**src/rtl/owt_pkg.sv**
```systemverilog
package owt_pkg;
  typedef enum logic [1:0] {
    SLOT_RD1  = 2'd0,
    SLOT_RD2  = 2'd1,
    SLOT_WR   = 2'd2,
    SLOT_IDLE = 2'd3
  } slot_e;
endpackage

```
**src/rtl/owt_slot_timer.sv**
```systemverilog
module owt_slot_timer
  import owt_pkg::*;
#(
  parameter int SLOT_CYC = 3500,
  localparam int CW = $clog2(SLOT_CYC)
) (
  input  logic          clk,
  input  logic          rst_n,
  input  logic          start_ok,
  output slot_e         slot_o,
  output logic [CW-1:0] cnt_o,
  output logic          busy_o,
  output logic          done_o
);
  slot_e         slot_q, slot_d;
  logic [CW-1:0] cnt_q, cnt_d;
  logic          busy_q, busy_d, done_q, done_d;
  logic          slot_end;

  assign slot_end = busy_q && (cnt_q == CW'(SLOT_CYC - 1));

  always_comb begin
    slot_d = slot_q;
    cnt_d  = cnt_q;
    busy_d = busy_q;
    done_d = 1'b0;
    if (start_ok) begin
      slot_d = SLOT_RD1;
      cnt_d  = '0;
      busy_d = 1'b1;
    end else if (slot_end) begin
      cnt_d = '0;
      unique case (slot_q)
        SLOT_RD1: slot_d = SLOT_RD2;
        SLOT_RD2: slot_d = SLOT_WR;
        default: begin
          slot_d = SLOT_IDLE;
          busy_d = 1'b0;
          done_d = 1'b1;
        end
      endcase
    end else if (busy_q) begin
      cnt_d = cnt_q + 1'b1;
    end
  end

  always_ff @(posedge clk or negedge rst_n) begin
    if (!rst_n) begin
      slot_q <= SLOT_IDLE;
      cnt_q  <= '0;
      busy_q <= 1'b0;
      done_q <= 1'b0;
    end else begin
      slot_q <= slot_d;
      cnt_q  <= cnt_d;
      busy_q <= busy_d;
      done_q <= done_d;
    end
  end

  assign slot_o = slot_q;
  assign cnt_o  = cnt_q;
  assign busy_o = busy_q;
  assign done_o = done_q;
endmodule

```
**src/rtl/owt_wire_drive.sv**
```systemverilog
module owt_wire_drive
  import owt_pkg::*;
#(
  parameter int SLOT_CYC = 3500,
  parameter int LOW_CYC  = 300,
  parameter int W0_CYC   = 3000,
  localparam int CW = $clog2(SLOT_CYC)
) (
  input  logic          busy,
  input  slot_e         slot,
  input  logic [CW-1:0] cnt,
  input  logic          wbit,
  output logic          pull_low_o
);
  logic [CW-1:0] low_len;

  always_comb begin
    if (slot == SLOT_WR && !wbit) low_len = CW'(W0_CYC);
    else                          low_len = CW'(LOW_CYC);
    pull_low_o = busy && (cnt < low_len);
  end
endmodule

```
**src/rtl/owt_result.sv**
```systemverilog
module owt_result
  import owt_pkg::*;
#(
  parameter int SLOT_CYC   = 3500,
  parameter int SAMPLE_CYC = 650,
  localparam int CW = $clog2(SLOT_CYC)
) (
  input  logic          clk,
  input  logic          rst_n,
  input  logic          start_ok,
  input  logic          dir_in,
  input  logic          busy,
  input  slot_e         slot,
  input  logic [CW-1:0] cnt,
  input  logic          line_i,
  output logic          bit1_o,
  output logic          bit2_o,
  output logic          dir_o
);
  logic dir_req_q, bit1_q, bit2_q, dir_q;
  logic hit, en_b1, en_b2;
  logic bit2_d, dir_d;

  always_comb begin
    hit    = busy && (cnt == CW'(SAMPLE_CYC));
    en_b1  = hit && (slot == SLOT_RD1);
    en_b2  = hit && (slot == SLOT_RD2);
    bit2_d = line_i;
    // disagreeing reads follow the first bit; 0/0 follows the request
    dir_d  = bit1_q | (~line_i & dir_req_q);
  end

  always_ff @(posedge clk or negedge rst_n) begin
    if (!rst_n) begin
      dir_req_q <= 1'b0;
      bit1_q    <= 1'b0;
      bit2_q    <= 1'b0;
      dir_q     <= 1'b0;
    end else begin
      if (start_ok) dir_req_q <= dir_in;
      if (en_b1)    bit1_q    <= line_i;
      if (en_b2) begin
        bit2_q <= bit2_d;
        dir_q  <= dir_d;
      end
    end
  end

  assign bit1_o = bit1_q;
  assign bit2_o = bit2_q;
  assign dir_o  = dir_q;
endmodule

```
**src/rtl/owt_triplet.sv**
```systemverilog
module owt_triplet
  import owt_pkg::*;
#(
  parameter int SLOT_CYC   = 3500,
  parameter int LOW_CYC    = 300,
  parameter int SAMPLE_CYC = 650,
  parameter int W0_CYC     = 3000,
  localparam int CW = $clog2(SLOT_CYC)
) (
  input  logic       clk,
  input  logic       rst_n,
  input  logic       start_i,
  input  logic [7:0] dir_byte_i,
  input  logic       line_i,
  output logic       pull_low_o,
  output logic       busy_o,
  output logic       done_o,
  output logic       rejected_o,
  output logic       bit1_o,
  output logic       bit2_o,
  output logic       dir_taken_o
);
  logic [1:0]    rst_sync_q;
  logic          rst_int_n;
  logic          start_ok, rej_d, rej_q;
  slot_e         slot;
  logic [CW-1:0] cnt;

  always_ff @(posedge clk or negedge rst_n) begin
    if (!rst_n) rst_sync_q <= 2'b00;
    else        rst_sync_q <= {rst_sync_q[0], 1'b1};
  end
  assign rst_int_n = rst_sync_q[1];

  always_comb begin
    start_ok = start_i && !busy_o;
    rej_d    = start_i && busy_o;
  end

  always_ff @(posedge clk or negedge rst_int_n) begin
    if (!rst_int_n) rej_q <= 1'b0;
    else            rej_q <= rej_d;
  end
  assign rejected_o = rej_q;

  owt_slot_timer #(.SLOT_CYC(SLOT_CYC)) u_timer (
    .clk(clk), .rst_n(rst_int_n), .start_ok(start_ok),
    .slot_o(slot), .cnt_o(cnt), .busy_o(busy_o), .done_o(done_o)
  );

  owt_wire_drive #(.SLOT_CYC(SLOT_CYC), .LOW_CYC(LOW_CYC), .W0_CYC(W0_CYC)) u_drive (
    .busy(busy_o), .slot(slot), .cnt(cnt), .wbit(dir_taken_o),
    .pull_low_o(pull_low_o)
  );

  owt_result #(.SLOT_CYC(SLOT_CYC), .SAMPLE_CYC(SAMPLE_CYC)) u_result (
    .clk(clk), .rst_n(rst_int_n), .start_ok(start_ok), .dir_in(dir_byte_i[7]),
    .busy(busy_o), .slot(slot), .cnt(cnt), .line_i(line_i),
    .bit1_o(bit1_o), .bit2_o(bit2_o), .dir_o(dir_taken_o)
  );
endmodule

```
**config.mk**
```make
export PLATFORM = sky130hd
export DESIGN_NAME = owt_triplet
export DESIGN_NICKNAME = d
export VERILOG_FILES = /design/src/rtl/owt_pkg.sv /design/src/rtl/owt_slot_timer.sv /design/src/rtl/owt_wire_drive.sv /design/src/rtl/owt_result.sv /design/src/rtl/owt_triplet.sv
export SDC_FILE = /design/constraint.sdc
export NUM_CORES = 1
export LEC_CHECK = 0
export ABC_AREA = 1
export BUFFER_PORTS_ARGS = -buffer_cell sky130_fd_sc_hd__buf_2
export CORE_ASPECT_RATIO = 1.1
export CORE_MARGIN = 2
export CORE_UTILIZATION = 50
export DETAILED_ROUTE_END_ITERATION = 7
export GPL_TIMING_DRIVEN = 0
export PLACE_DENSITY = 0.74
export SLEW_MARGIN = 30
export SYNTH_ARGS = -nofsm -noshare
export SYNTH_HDL_FRONTEND = slang
export SYNTH_SLANG_ARGS = --single-unit
```
**constraint.sdc**
```tcl
create_clock -name clk -period 1.7 [get_ports clk]
set_input_delay 0.255 -clock clk [delete_from_list [all_inputs] [get_ports clk]]
set_output_delay 0.255 -clock clk [all_outputs]
set_load 0.05 [all_outputs]
```
### Word level (Yosys, flattened, before mapping)

Index checks and enable logic that the tools add are counted.

* register bits: 23
* input bits: 12
* word-level logic and storage cells: 48

* add/subtract/negate cells: 1
* magnitude comparators: 1
* equality and inequality tests: 5
* mux-type cells: 13
* bitwise gates (word level): 3
* reductions and logical operators: 15

Operators by type and width (number)
* $mux 12: 4
* $add 12x1->12 const B: 1
* $eq 12x10->1 const B: 1
* $eq 12x12->1 const B: 1
* $lt 12x12->1: 1
* $logic_and 1x1->1: 8
* $mux 1: 6
* $mux 2: 2
* $pmux 2 s2: 1
* $reduce_bool 3->1: 1
* $eq 2x1->1 const B: 1
* $eq 2x2->1 const B: 1
* $logic_not 1->1: 2
* $logic_not 2->1: 1
* $ne 2x1->1 const B: 1
* $reduce_and 2->1: 1
* $reduce_bool 2->1: 1
* $reduce_or 2->1: 1
* $and 1x1->1: 1
* $not 1->1: 1
* $or 1x1->1: 1

### Depth between registers and ports, before layout

Gate-level depths: netlist of run 1.

* word-level depth: 5
* mapped depth: 10
* mapped depth without buffers: 10

### By module

From an unflattened synthesis of run 1, not the netlist that was laid out.

* cell total of the unflattened synthesis: 204
* area, all modules: 1466.4 um2

By module, submodules not included
* owt_slot_timer: instances 1, cells each 116, area an instance 900.9 um2, seq. area each 402.9 um2
* owt_result: instances 1, cells each 48, area an instance 302.8 um2, seq. area each 100.1 um2
* owt_wire_drive: instances 1, cells each 32, area an instance 166.4 um2, seq. area each 0.0 um2
* owt_triplet: instances 1, cells each 8, area an instance 96.3 um2, seq. area each 75.1 um2

### Worst setup path after synthesis of run 1

OpenSTA, ideal clock, no wires.

* kind: register -> output
* from: register u_result.dir_q (netlist: u_result.dir_o)
* to: output port pull_low_o
* arrival: 2126 ps
* data required time: 1445 ps
* slack: -681 ps
* stages on the path, launching flop included: 9
* buffers on the path: 0
* cell sequence: dfrtp_1 > inv_1 > nand3_1 > ha_1 > nand3_1 > nor3_1 > nand2_1 > nand2_1 > a21oi_1

* longest elaborated chain between the ends: 5

Ends and longest elaborated chain
* start: declaration: RTL line owt_result.sv:20 `logic dir_req_q, bit1_q, bit2_q, dir_q;`
* start signal: assignment: RTL line owt_result.sv:44 `dir_q <= dir_d;`
* $logic_not 1->1: RTL line owt_wire_drive.sv:18 `if (slot == SLOT_WR && !wbit) low_len = CW'(W0_CYC);`
* $logic_and 1x1->1: RTL line owt_wire_drive.sv:18
* $mux 12: RTL line owt_wire_drive.sv:18
* $lt 12x12->1: RTL line owt_wire_drive.sv:20 `pull_low_o = busy && (cnt < low_len);`
* $logic_and 1x1->1: RTL line owt_wire_drive.sv:20
* end: declaration: RTL line owt_triplet.sv:15 `output logic pull_low_o,`

No other way between the ends.

### Worst setup path after layout of run 1

* from: register u_timer.slot_q[1] (netlist: u_timer.slot_o[1])
* to: output port pull_low_o

* longest elaborated chain between the ends: 5

Ends and longest elaborated chain
* start: declaration: RTL line owt_slot_timer.sv:15 `slot_e slot_q, slot_d;`
* start signal: assignment: RTL line owt_slot_timer.sv:54 `slot_q <= slot_d;`
* $eq 2x2->1: RTL line owt_wire_drive.sv:18
* $logic_and 1x1->1: RTL line owt_wire_drive.sv:18
* $mux 12: RTL line owt_wire_drive.sv:18
* $lt 12x12->1: RTL line owt_wire_drive.sv:20
* $logic_and 1x1->1: RTL line owt_wire_drive.sv:20

No other way between the ends.

==> results.md, run 1 <==
Pwr:
- The peak ir drop on the vdd network is just over 500 uV.
- In this run the power density over the cells is ~540 nW/um^2.
- The combinational fraction of design power is 1.9%.
- Summed over all nets, the switching power comes to ~180 uW.
- The share of total power dissipated in the clock network is 30.5%.
- The internal power of the cells totals approximately 650 uW.
- The fraction of power spent switching nets is roughly 22%.
- The part of the power in registers is 67.6%.
- For this design the static power due to leakage is between 0.8 and 0.9 nW.

Floorplanning:
- The width of the die is approximately 53 um.
- For this configuration, the core starts out at a cell density of 52.58%.
- The placeable core region is 2520 sq um.
- The number of top-level design ports is 19.
- In this run the vertical extent of the chip is around 58 um.
- The total die area is 3078 sq um.
- The floorplan has 19 rows.

Timing:
- The shortest period the worst path allows is ~2100 ps.
- The slew of the pin with the lowest slew margin is between 800 and 900 ps.
- The final number of hold-violating endpoints was 0.
- Timing would allow up to between 0.4 and 0.5 GHz.
- For the final routed database, the setup TNS stands at -448.5 ps.
- The total count of max-transition violations in the final report was 0.
- Setup slack on the critical path of the routed design comes to -448.5 ps.
- The headroom to the max-slew limit is approximately 44%.
- The final cycle utilization of the critical path is 126.4%.
- Setup violations remaining at the end of the flow were counted as 1.
- For the final database, setup skew stands at between 6 and 7 ps.
- Setup repair after global routing could not meet its margin everywhere.

Routing:
- After detailed routing, the average wire length per cell comes to 12.78 um.
- The first detailed-routing pass ran for 4 iterations.
- After the first detailed-routing iteration, the DRC count stood at 26.
- The wire length on met1 is ~1300 um.
- For this block, the via count after detailed routing is 1193.
- In the routed layout, each cell is associated on average with a via count of 5.302.
- Summed over all layers, the routed wires come to ~2900 um.
- The total length of routed met3 wires is a little over 100 um.
- Detailed routing placed a total of between 1000 and 1500 um of wire on met2.
- In the routed design, unresolved DRC markers number 0.
- The number of routed nets with antenna violations is 0.
- The topmost layer with routed signal wires is met4.

Run status:
- The checks that failed: setup timing.
- The run finished, with violations left.

Setup path:
- The highest-delay cell along the critical path is dfstp_2.
- The critical path class is reg2out.
- At the worst endpoint, the arrival time is 1890 ps.
- STA classifies the critical path endpoint as an output port.
- For this run, the slowest stage of the critical path takes ~580 ps.
- STA classifies the critical path startpoint as a flop.
- Data on the critical path is required at its endpoint by 1440 ps.
- The critical path goes through nand3_4 -> ha_4 -> nand3_2 -> nor3_2 -> nand2_1 -> nand2_2 -> a21oi_4 -> buf_6.
- In this run the worst path has a maximum fanout of 5.

Finish:
- The number of antenna diodes in the final layout is 0.
- The final instance area is about 1500 sq um.
- Cells with a size suffix above 1 make up a little under a quarter of the layout.
- In the layout the commonest cells are nand2_1 (49), inv_1 (21), dfrtp_1 (20).
- At the end of the flow, the number of nets in the layout was between 200 and 250.
- The synthesis-to-finish area growth is 15.96%.
- Leaving out fill and tap cells, the most frequent cell in the layout is nand2_1.

Yosys:
- The share of the Yosys chip area taken by registers is a little over two fifths.
- The count of unique library cells instantiated by Yosys is 22.
- In this run the mean area of a mapped cell was roughly 7.5 sq um.
- When the netlist entered floorplanning its net count stood at approximately 200.
- The flop and latch count out of synthesis is 23.
- The mapped netlist covers 1325 sq um.
- For this run, the number of Yosys warnings is 0.
- The number of instances in the synthesized netlist is between 150 and 200.

Global route:
- The first global-routing pass estimated just under 5000 um of wire.
- The via count of the first global-routing pass is about 1200.
- The all-layer global routing usage is between 20% and 30%.
- The leftover overflow at the end of global routing is 0.
- The number of antenna violations at the first check in global routing is 0.
- Entering global routing, the biggest net connects 22 pins.

Clocking:
- The total number of H-tree levels is 1.
- The tree is rooted in a clkbuf_4.
- The number of buffers on the longest clock path is 2.
- CTS saw 23 sinks.
- The clock slew seen by the registers of the worst setup and hold paths is around 130 ps.
- The later pin in the worst-skew pair is clocked with a latency of between 300 and 400 ps.
- The number of clock buffers inserted by TritonCTS is 3.
- The TritonCTS clock tree is built.

Placement:
- The routability congestion estimate from global placement is about 0.94.
- The post-placement cell area is between 1000 and 1500 sq um.
- After legalization and detailed placement, the total HPWL measured 2163 um.
- The count of input and output buffers is 11.

Run:
- Across the run, the number of max-cap violations was 0.

Min path:
- The worst hold path belongs to the class in2reg.
[synth_stat cells (all sizes together)]
cell type	count	area, sq um
nand2	52	200.2
ha	6	75.07
dfrtp	21	525.5
nor3	3	15.01
o22ai	1	6.260
dfstp	2	52.55
xor2	1	8.760
nor2	23	113.9
nand4	4	25.02
o21ai	6	30.02
a21oi	9	45.04
conb	1	3.750
inv	27	101.3
mux2	1	11.26
nand3	19	100.1
buf	1	11.26
[final timing paths]
kind,endpoint,cells past startpoint,startpoint,slack (ps)
max in group asynchronous,u_result.dir_o,0,rst_sync_q[1],780
max reg2reg,u_timer.cnt_o[8],8,u_timer.cnt_o[0],210
min reg2reg,u_timer.busy_o,0,rst_sync_q[1],350
max,pull_low_o,8,u_timer.slot_o[1],-450
min,u_result.dir_req_q,2,dir_byte_i[7],160
min in group asynchronous,rst_sync_q[1],2,rst_n,240
[routing by layer]
| metal | vias up | GRT usage, % |
|---|---|---|
| li1 | 600 | - |
| met1 | 552 | 28.40 |
| met2 | 31 | 34.82 |
| met3 | 10 | 3.608 |
| met4 | 0 | 9.158 |
| met5 | - | 0 |
[per-stage QoR]
| stage | std cells | util [%] | worst slack (ps) | total power, mW | hold WS (ps) |
|---|---|---|---|---|---|
| 2_1_floorplan | 177 | - | -77.73 | 0.5752 | -40.59 |
| 3_3_place_gp | 219 | 58.54 | -195.0 | 0.5848 | 39.62 |
| 3_5_place_dp | 219 | 58.54 | -218.0 | 0.5853 | 41.75 |
| 4_1_cts | 225 | 60.97 | -438.8 | 0.8319 | 158.3 |
| 5_1_grt | 225 | 60.97 | -520.0 | 0.8514 | 158.7 |
| 6_report | 225 | 60.97 | -448.5 | 0.8296 | 158.5 |
[cell families (layout without fill, tap and decap cells)]
logic type	Yosys count	count (layout)	synth area share, %
AO/OA/AOI/OAI	16	16	6.137
XOR/XNOR	1	1	0.6611
adder cells (fa/ha/maj)	6	6	5.666
buffers and inverters	28	45	8.498
flip-flops	23	23	43.63
multiplexers	1	1	0.8498
other	1	1	0.2830
AND/OR/NAND/NOR	101	101	34.28
[registers in the layout, indices dropped and copies added, names as in the netlist]
signal and flops:
u_timer.cnt_o 12, rejected_o 1, u_timer.busy_o 1, u_result.dir_o 1, u_result.bit2_o 1, rst_sync_q 2
u_result.dir_req_q 1, u_timer.done_o 1, u_result.bit1_o 1, u_timer.slot_o 2
[power groups by stage]
stage,combinational (mW),sequential (mW),clock (mW)
final,0.0157,0.561,0.253
after global routing,0.0168,0.563,0.272
after CTS,0.0156,0.561,0.255
after detailed placement,0.0138,0.571,0
after global placement,0.0136,0.571,0
after floorplan,0.00207,0.573,0
[critical path, delay by kind of cell, from the launching register on]
| family | cells | cell delay (ps) |
|---|---|---|
| AO/OA/AOI/OAI | 1 | 50 |
| AND/OR/NAND/NOR | 5 | 470 |
| adder cells (fa/ha/maj) | 1 | 310 |
| buffers and inverters | 1 | 150 |
| flip-flops | 1 | 580 |
[area by class of cell]
type	count	area, sq um
buffer	1	11.26
clock buffer	3	22.52
clock inverter	1	5.005
fill	230	983.4
inverter	27	101.3
multi-input combinational	126	699.4
sequential	23	579.3
tap	31	38.79
timing repair buffer	13	78.83
[timing repair]
| item | 4_1_cts | 5_1_grt |
|---|---|---|
| buffers inserted | 1 | 0 |
| gates cloned | 0 | 0 |
| pin swaps | 2 | 1 |
| endpoints found under the hold margin | 2 | 0 |
| hold buffers | 1 | 0 |
| setup endpoints to repair | 1 | 1 |
| resized for setup | 5 | 0 |
Note: power is estimated with default switching activity, not from simulation.
==> run 2: changes to the inputs <==
Settings changed: CTS_BUF_LIST set to sky130_fd_sc_hd__clkbuf_8 sky130_fd_sc_hd__clkbuf_16.
==> results.md, run 2 (synthesized netlist as in run 1, its figures left out) <==
Run status:
- The run finished, with violations left.
- The final reports fail on setup timing.

Pwr:
- The part of the power in registers is 61.0% (-6.6 points).
- The combinational fraction of design power is 1.7% (-0.2 points).
- The clock share of power is 37.3% (+6.8 points).
- The power spent charging and discharging nets is 198.4 uW (+7.5%).
- The peak ir drop on the vdd network is 663.8 uV (+28%).
- The internal power is 720.5 uW (+12%).
- The cell leakage power was 0.8195 nW (+0.96%).
- The power density normalized to cell area came to 590.9 nW/um^2 (+9.4%).
- The fraction of power spent switching nets came to 21.59% (-0.65 points).

Finish:
- The share of layout cells above drive strength 1 came to 23.20% (unchanged).
- The total number of nets in the final design was 213 (unchanged).
- The final instance area came to 1555 sq um (+1.2%).
- The number of flip-flops under the largest register name is 12 (unchanged).
- Leaving out fill and tap cells, the most frequent cells in the layout are nand2_1 (49), inv_1 (21), dfrtp_1 (20).
- Leaving out fill and tap cells, the most frequent cell in the layout is nand2_1.
- The number of antenna diodes is 0 (unchanged).
- From synthesis to final layout, the design area changed by 17.37%.

Routing:
- The number of detailed-routing iterations run before antenna repair was 4 (unchanged).
- The total number of vias is 1183 (-0.84%).
- The total routed wirelength is 2856 um (-0.70%).
- The number of violations reported at the end of detailed-routing iteration 0 is 25 (-3.8%).
- The via density per instance is 5.258 (-0.84%).
- The DRC violations left is 0 (unchanged).
- The post-detailed-route wirelength per cell is 12.69 um (-0.70%).
- The number of routed nets with antenna violations came to 0 (unchanged).

Timing:
- The fmax came to 0.4787 GHz (+2.9%).
- The total count of max-transition violations in the final report came to 0 (unchanged).
- The number of setup violations in the final report was 1 (unchanged).
- The sum of negative setup slack was -388.9 ps (+59.59 ps).
- The final cycle utilization of the critical path was 122.9% (-3.5 points).
- The final number of hold-violating endpoints is 0 (unchanged).
- The clock skew is 5.410 ps (-1.177 ps).
- The slew of the pin with the lowest slew margin was 854.8 ps (+16.70 ps).
- The final hold slack was 209.8 ps (+51.29 ps).
- Setup repair after global routing could not meet its margin everywhere.
- The shortest period the worst path allows is 2089 ps (-59.59 ps).
- The final worst setup slack is -388.9 ps (+59.59 ps).
- The headroom to the max-slew limit was 43.02% (-1.1 points).

Global route:
- The maximum number of pins on one net before global-route repair is 22 (unchanged).
- The met3 track utilization from global routing is 2.577% (-1.0 points).
- The number of antenna violations at the first check in global routing was 0 (unchanged).
- The met1 track demand over resource in global routing was 27.55% (-0.85 points).
- The leftover overflow at the end of global routing was 0 (unchanged).
- The met2 global-route usage is 35.18% (+0.36 points).
- The most congested layer reported by global routing is met2.
- The via count of the first global-routing pass is 1156 (+0.17%).
- The global-route wire length before repair is 4836 um (-0.86%).
- The all-layer global routing usage came to 21.42% (-0.11 points).

Setup path:
- The top fanout value on the critical path was 5 (unchanged).
- The critical path starts at u_timer.slot_o[1].
- The critical path required time came to 1440 ps (about the same).
- The type of destination of the critical path is an output port.
- The critical path class is reg2out.
- The worst reg-to-reg path cell count was 8 (unchanged).
- The kind of start point of the critical path is a flop.
- The worst register-to-register path ends at u_timer.cnt_o[8].
- The data arrival time of the critical path is 1830 ps (-60 ps).
- The worst register-to-register path begins at u_timer.cnt_o[0].
- The reg-to-reg setup timing slack is 200 ps (about the same).
- The critical path capture point is pull_low_o.

Floorplanning:
- The width of the die was 53.08 um (unchanged).
- The count of standard-cell rows is 19 (unchanged).
- The die height came to 57.99 um (unchanged).
- The total die area came to 3078 sq um (unchanged).
- The number of top-level design ports is 19 (unchanged).
- The placeable core region is 2520 sq um (unchanged).
- The initial core utilization was 52.58% (unchanged).

Min path:
- The tightest min-delay check is of the in2reg type.

Placement:
- The post-DP HPWL is 2163 um (unchanged).
- The count of input and output buffers is 11 (unchanged).
- The post-placement cell area is 1475 sq um (unchanged).
- The routability congestion estimate from global placement is 0.9441 (unchanged).

Clocking:
- The total number of H-tree levels was 1 (unchanged).
- The clock slew seen by the registers of the worst setup and hold paths is 80 ps (-50 ps).
- The number of buffers on the longest clock path is 2 (unchanged).
- The count of clock tree sinks is 23 (unchanged).
- The cell sitting at the root of the clock tree is a clkbuf_8.
- The clock network latency to the later pin of the worst-skew pair is 270 ps (-50 ps).
- The TritonCTS clock tree is built.
- The number of clock buffers inserted by TritonCTS is 3 (unchanged).

Run:
- The total of max-cap violations is 0 (unchanged).
run 2: cell count changes in the layout (fill, tap and decap cells not counted):
cell / delta
clkbuf_8: +3
clkbuf_4: -3
run 2: worst max-delay path: stages, from the launching register on:
cell and delay (ps):
dfstp_2 560, nand3_4 120, ha_4 310, nand3_2 70, nor3_2 120, nand2_1 80, nand2_2 80, a21oi_4 60
buf_6 150
run 2: worst min-delay path by stage:
stage / startpoint / to / depth (start not counted)
after floorplan: rst_n / rst_sync_q[0] / 0
after global placement: rst_n / rst_sync_q[0] / 1
after detailed placement: rst_n / rst_sync_q[1] / 1
after CTS: dir_byte_i[7] / u_result.dir_req_q / 2
after global routing: dir_byte_i[7] / u_result.dir_req_q / 2
final: dir_byte_i[7] / u_result.dir_req_q / 2
run 2: metal layers:
layer / up-vias / wire [um]
met2: 34 / 1391
met1: 548 / 1286
met4: 0 / 82
met3: 8 / 95
li1: 593 / -
met5: - / 0
run 2: power groups by stage:
stage	Clock, mW	Combinational, mW	Sequential [mW]
floorplan	0	0.00207	0.573
global placement	0	0.0136	0.571
detailed placement	0	0.0138	0.571
CTS	0.343	0.0156	0.561
global route	0.360	0.0168	0.562
finish	0.343	0.0156	0.560
run 2: layout make-up:
class,instances,area [sq um]
fillers,226,964.7
multi-input cells,126,699.4
flip-flops and latches,23,579.3
inverters,27,101.3
repair buffers,13,78.83
clock buffers,3,41.29
well taps,31,38.79
plain buffers,1,11.26
clock inverters,1,5.005
run 2: timing repair:
| action | CTS | global route |
|---|---|---|
| hold buffers | 1 | 0 |
| resized for setup | 5 | 0 |
| setup buffers | 1 | 0 |
| gates cloned | 0 | 0 |
| setup endpoints to repair | 1 | 1 |
| pin swaps | 2 | 1 |
| endpoints found under the hold margin | 2 | 0 |
run 2: stage by stage:
stage / instances / total power [mW] / util (%) / setup slack (ps)
2_1_floorplan: 177 / 0.5752 / - / -77.73
3_3_place_gp: 219 / 0.5848 / 58.54 / -195.0
3_5_place_dp: 219 / 0.5853 / 58.54 / -218.0
4_1_cts: 225 / 0.9195 / 61.72 / -375.4
5_1_grt: 225 / 0.9393 / 61.72 / -453.8
6_report: 225 / 0.9189 / 61.72 / -388.9
